===== src/rtl/tmr_evt_pkg.sv =====
package tmr_evt_pkg;
   localparam int unsigned SR_W   = 16;
   localparam int unsigned UPD_B  = 0;
   localparam int unsigned CC_B0  = 1;
   localparam int unsigned COM_B  = 5;
   localparam int unsigned TRG_B  = 6;
   localparam int unsigned BRK_B  = 7;
   localparam int unsigned OVC_B0 = 9;
   localparam int unsigned MAX_CH = 4;

   // Mask of implemented flag bits for a given channel count
   function automatic logic [SR_W-1:0] impl_mask(input int unsigned nch);
      logic [SR_W-1:0] m;
      m = '0;
      m[UPD_B] = 1'b1;
      m[COM_B] = 1'b1;
      m[TRG_B] = 1'b1;
      m[BRK_B] = 1'b1;
      for (int unsigned c = 0; c < MAX_CH; c++) begin
         if (c < nch) begin
            m[CC_B0 + c]  = 1'b1;
            m[OVC_B0 + c] = 1'b1;
         end
      end
      return m;
   endfunction
endpackage


===== src/rtl/tmr_flag_cell.sv =====
// Bank of sticky flags: a set in the same cycle as a clear wins.
module tmr_flag_cell #(
   parameter int unsigned W = 16
) (
   input  logic         clk,
   input  logic         rst_n,
   input  logic [W-1:0] set_i,
   input  logic [W-1:0] clr_i,
   output logic [W-1:0] q_o
);
   generate
      if (W < 1) begin : g_bad_w
         $error("tmr_flag_cell: W must be at least 1");
      end
   endgenerate

   always_ff @(posedge clk or negedge rst_n) begin
      if (!rst_n) q_o <= '0;
      else        q_o <= (q_o & ~clr_i) | set_i;
   end
endmodule


===== src/rtl/tmr_cap_chan.sv =====
// Per-channel capture/compare flag set and overcapture detection.
module tmr_cap_chan #(
   parameter int unsigned NCH = 4
) (
   input  logic [NCH-1:0] ev_cc,
   input  logic [NCH-1:0] cap_evt,
   input  logic [NCH-1:0] ic_mode,
   input  logic [NCH-1:0] ccif_q,
   output logic [NCH-1:0] ccif_set,
   output logic [NCH-1:0] ovc_set
);
   generate
      for (genvar c = 0; c < NCH; c++) begin : g_ch
         logic cap_ok;
         // a capture counts only when the channel is in input-capture mode
         assign cap_ok      = cap_evt[c] & ic_mode[c];
         assign ccif_set[c] = ev_cc[c] | cap_ok;
         // the pending flag is sampled before this cycle's update
         assign ovc_set[c]  = cap_ok & ccif_q[c];
      end
   endgenerate
endmodule


===== src/rtl/tmr_trig_src.sv =====
// Trigger flag source: edge pulses, or start/stop of the counter when gated.
module tmr_trig_src (
   input  logic clk,
   input  logic rst_n,
   input  logic slave_en,
   input  logic gated_mode,
   input  logic trig_edge,
   input  logic cnt_run,
   output logic trg_set
);
   logic run_q;
   logic run_chg;

   always_ff @(posedge clk or negedge rst_n) begin
      if (!rst_n) run_q <= 1'b0;
      else        run_q <= cnt_run;
   end

   assign run_chg = cnt_run ^ run_q;
   assign trg_set = slave_en & (gated_mode ? run_chg : trig_edge);
endmodule


===== src/rtl/tmr_irq_out.sv =====
// Registered interrupt request from masked flags.
module tmr_irq_out #(
   parameter int unsigned W = 16
) (
   input  logic         clk,
   input  logic         rst_n,
   input  logic [W-1:0] flags,
   input  logic [W-1:0] en,
   output logic         irq_q
);
   always_ff @(posedge clk or negedge rst_n) begin
      if (!rst_n) irq_q <= 1'b0;
      else        irq_q <= |(flags & en);
   end
endmodule


===== src/rtl/tmr_evt_status.sv =====
module tmr_evt_status
   import tmr_evt_pkg::*;
#(
   parameter int unsigned    NCH     = 4,
   parameter int unsigned    AW      = 8,
   parameter logic [AW-1:0]  REG_OFS = 'h10
) (
   input  logic            clk,
   input  logic            rst_n,
   input  logic            bus_sel,
   input  logic            bus_wr,
   input  logic [AW-1:0]   bus_addr,
   input  logic [SR_W-1:0] bus_wdata,
   output logic [SR_W-1:0] bus_rdata,
   input  logic            ev_upd,
   input  logic [NCH-1:0]  ev_cc,
   input  logic [NCH-1:0]  cap_evt,
   input  logic [NCH-1:0]  ic_mode,
   input  logic            ev_com,
   input  logic            slave_en,
   input  logic            gated_mode,
   input  logic            trig_edge,
   input  logic            cnt_run,
   input  logic            brk_act,
   input  logic [SR_W-1:0] irq_en,
   output logic            irq_o
);
   localparam logic [SR_W-1:0] IMPL = impl_mask(NCH);

   generate
      if (NCH < 1 || NCH > MAX_CH) begin : g_bad_nch
         $error("tmr_evt_status: NCH must be within 1..4");
      end
      if (AW < 5) begin : g_bad_aw
         $error("tmr_evt_status: AW too narrow for the register offset");
      end
   endgenerate

   logic [SR_W-1:0] set_v;
   logic [SR_W-1:0] clr_v;
   logic [SR_W-1:0] flag_q;
   logic [NCH-1:0]  ccif_set;
   logic [NCH-1:0]  ovc_set;
   logic            trg_set;
   logic            hit;
   logic            wr_hit;

   assign hit    = bus_sel && (bus_addr == REG_OFS);
   assign wr_hit = hit && bus_wr;

   tmr_cap_chan #(.NCH(NCH)) u_cap (
      .ev_cc    (ev_cc),
      .cap_evt  (cap_evt),
      .ic_mode  (ic_mode),
      .ccif_q   (flag_q[CC_B0 +: NCH]),
      .ccif_set (ccif_set),
      .ovc_set  (ovc_set)
   );

   tmr_trig_src u_trg (
      .clk        (clk),
      .rst_n      (rst_n),
      .slave_en   (slave_en),
      .gated_mode (gated_mode),
      .trig_edge  (trig_edge),
      .cnt_run    (cnt_run),
      .trg_set    (trg_set)
   );

   always_comb begin
      set_v        = '0;
      set_v[UPD_B] = ev_upd;
      set_v[COM_B] = ev_com;
      set_v[TRG_B] = trg_set;
      set_v[BRK_B] = brk_act;
      for (int unsigned c = 0; c < NCH; c++) begin
         set_v[CC_B0 + c]  = ccif_set[c];
         set_v[OVC_B0 + c] = ovc_set[c];
      end
   end

   always_comb begin
      clr_v        = wr_hit ? (~bus_wdata & IMPL) : '0;
      // break flag refuses a clear while the break input is active
      clr_v[BRK_B] = clr_v[BRK_B] & ~brk_act;
   end

   tmr_flag_cell #(.W(SR_W)) u_flags (
      .clk   (clk),
      .rst_n (rst_n),
      .set_i (set_v & IMPL),
      .clr_i (clr_v),
      .q_o   (flag_q)
   );

   assign bus_rdata = hit ? (flag_q & IMPL) : '0;

   tmr_irq_out #(.W(SR_W)) u_irq (
      .clk   (clk),
      .rst_n (rst_n),
      .flags (flag_q),
      .en    (irq_en),
      .irq_q (irq_o)
   );
endmodule


===== config.mk =====
export PLATFORM = sky130hd
export DESIGN_NAME = tmr_evt_status
export DESIGN_NICKNAME = d
export VERILOG_FILES = /design/src/rtl/tmr_evt_pkg.sv /design/src/rtl/tmr_flag_cell.sv /design/src/rtl/tmr_cap_chan.sv /design/src/rtl/tmr_trig_src.sv /design/src/rtl/tmr_irq_out.sv /design/src/rtl/tmr_evt_status.sv
export SDC_FILE = /design/constraint.sdc
export NUM_CORES = 1
export LEC_CHECK = 0
export BUFFER_PORTS_ARGS = -buffer_cell sky130_fd_sc_hd__buf_2
export CAP_MARGIN = 10
export CORE_UTILIZATION = 35
export DETAILED_ROUTE_END_ITERATION = 10
export GPL_TIMING_DRIVEN = 0
export PLACE_DENSITY = 0.76
export SLEW_MARGIN = 10
export SYNTH_ARGS = -nofsm -noshare
export SYNTH_HDL_FRONTEND = slang
export SYNTH_SLANG_ARGS = --single-unit

===== constraint.sdc =====
create_clock -name clk -period 2.2 [get_ports clk]
set_input_delay 0.11 -clock clk [delete_from_list [all_inputs] [get_ports clk]]
set_output_delay 0.11 -clock clk [all_outputs]
set_load 0.02 [all_outputs]

==> results by group <==
Global route
  • First-pass GRT wire length: 3380 um
  • Pin count of the biggest net entering global routing: 15
  • Initial antenna violation count: 0
  • Vias in the first global route: 857
  • Grt total ovfl: 0
  • Overall Global Routing Usage: 0.177

Logic synthesis
  • Seq cells post-synth: 14
  • Post-synth ARST share: 1.00
  • Most frequent cells after synthesis: 14 x dfrtp_1, 14 x nor2_1, 12 x and2_1, 7 x a21oi_1
  • Mean Syn Cell Area: 9.28 um2
  • Cell taking the most area after synthesis: dfrtp_1
  • Seq/Total Area, Yosys: 0.424
  • Mapped cell area: 826 um2
  • Largest cells by area after synthesis: dfrtp_1 42%, and2_1 9.1%, nor2_1 6.4%
  • EDFF count, synth: 0
  • Largest family of logic cells by synthesized area: simple AND/OR/NAND/NOR gates
  • Post-synthesis compound-gate area fraction: 0.233
  • Simple-Gate Fraction of Synth Area: 0.245
  • Post-Synth Adder-Cell Area: 0
  • Yosys warns: 0
  • Prevailing post-synth register cell: dfrtp_1
  • Synth top area share: 0.424
  • Mapped Cells: 89
  • XOR/XNOR Fraction of Synth Area: 0.0106
  • Mux contribution to synthesized area: 0
  • Cell variety after synth: 23

Route
  • Routed WL per cell: 10.9 um
  • Via density: 4.79
  • WL final: 2100 um
  • DR vias: 924
  • Initial drt markers: 3
  • Final ANT Viol Nets: 0
  • Residual DRC: 0
  • TritonRoute pass-1 iters: 2

Pwr
  • Pwr Total: 0.000540 W
  • Power Dens Cells: 427 nW/um2
  • P_leak: 0.675 nW
  • Peak supply drop: 0.287 mV

Floorplanning
  • Die width: 50.6 um
  • Rows: 17
  • Die H: 50.6 um
  • Starting Density: 0.373
  • Full die area: 2560 um2
  • I/O pins: 80
  • Placeable Area: 2210 um2

Critical path
  • Max FO, Critical Path: 10
  • Critical path launch point type: primary input
  • Critical Setup Path Class: primary input to output pin
  • Worst path arrival time: 1500 ps
  • CP Data Required Time: 2090 ps
  • Crit. End Element: output pin

STA
  • Hold Vio Cnt, Final: 0
  • Final Skew: 6.61 ps
  • Unrepaired setup endpoints after global routing: no
  • Final period util: 0.731
  • Setup tns final: 0 ps
  • Final worst path period need: 1610 ps
  • # setup viols final: 0
  • Max Clock Freq: 622 MHz
  • Slew Viols, Final: 0

Run
  • Max_cap viols: 0

Clock network
  • Clk pin slew, worst setup/hold paths: 90 ps
  • Clock Tree Buf Depth: 2
  • Number of clock sinks: 14
  • Clock latency on the worst-skew pair: 280 ps
  • H-tree levels: 1
  • Total CTS buffers: 3
  • CTS tree: done
  • Clock root cell: clkbuf_4
  • Post-CTS Setup Bufs: 0

Cells and area
  • Share of cells above drive strength 1: 0.485
  • Final #Nets: 229
  • Syn-to-layout area delta: 53.0%
  • ANT cells: 0

Placed design
  • Final HPWL DP: 1760 um
  • Final RePlAce weighted congestion: 0.675
  • I/O Buffers: 67

Run status
  • Status: completed

Min path
  • Worst hold path type: primary input to flip-flop
## report_power, final
group / switching (W) / leakage [nW] / internal (W)
clock network: 0.0000834 / 0.0210 / 0.000101
registers: 0.000000546 / 0.125 / 0.000258
logic: 0.0000415 / 0.529 / 0.0000557
## stage by stage
stage / setup slack, ps / area, um2 / util / hold WS (ps) / cells
final: 592 / 1260 / 0.571 / 45.6 / 193
after global routing: 512 / 1260 / 0.571 / 58.4 / 193
after CTS: 583 / 1260 / 0.571 / 43.0 / 193
after detailed placement: 585 / 1210 / 0.546 / 21.3 / 187
after global placement: 603 / 1210 / 0.546 / 14.6 / 187
after floorplan: 810 / 837 / - / -186 / 92
## worst max-delay path: stages
cell and delay, ps:
buf_2 90, or4_4 550, nor4_4 280, buf_6 180, and2_1 130, buf_2 160
## routing by layer
metal  wire [um]  global-route usage
met1         792               0.185
met2        1100               0.342
met3         176              0.0333
met4          27              0.0694
met5           0                   0
## placed cells by master (no fill, tap or decap)
cell,n
nor4_4,1
conb_1,4
dlygate4sd3_1,2
clkbuf_4,3
or4bb_1,1
nor3_2,1
o21ai_1,4
o21ai_0,1
nand2_1,1
buf_4,5
a32oi_1,4
clkbuf_8,1
nand3_1,1
inv_1,5
buf_6,1
buf_2,67
or4_4,1
a221oi_1,3
a22o_1,3
o211ai_1,1
nor2_1,14
and2_1,12
dfrtp_1,14
a21o_1,5
nand2b_1,2
a21oi_1,7
xnor2_1,1
## path summary, 6_finish.rpt
kind / from / endpoint / slack (ps) / depth (start not counted)
max reg2reg: u_flags.q_o[2] / u_irq.irq_q / 1080 / 3
max: bus_addr[1] / bus_rdata[9] / 590 / 6
max in group asynchronous: rst_n / u_flags.q_o[3] / 1720 / 2
min reg2reg: u_flags.q_o[10] / u_flags.q_o[10] / 550 / 2
min: bus_wdata[9] / u_flags.q_o[9] / 50 / 3
min in group asynchronous: rst_n / u_flags.q_o[1] / 240 / 2
## registers in the layout, indices dropped and copies added (netlist names)
| register | cells |
|---|---|
| u_flags.q_o | 12 |
| u_irq.irq_q | 1 |
| u_trg.run_q | 1 |
## logic make-up after synthesis
logic type / after synthesis
compound gates: 28
other cells: 1
flops: 14
simple gates: 34
xor+xnor: 1
buf+inv: 11
## what timing repair did
action / CTS / global route
hold endpoints to repair: 15 / 0
hold buffers: 2 / 0
gates resized for setup: 0 / 0
## cell type report
cell class	instances	area (um2)
buffer	6	48.8
timing repair buffer	69	355
fill	234	948
clock buffer	4	36.3
sequential	14	350
tap	28	35.0
multi-input combinational	67	419
inverter	5	18.8
Power figures use the tool's default switching activity.
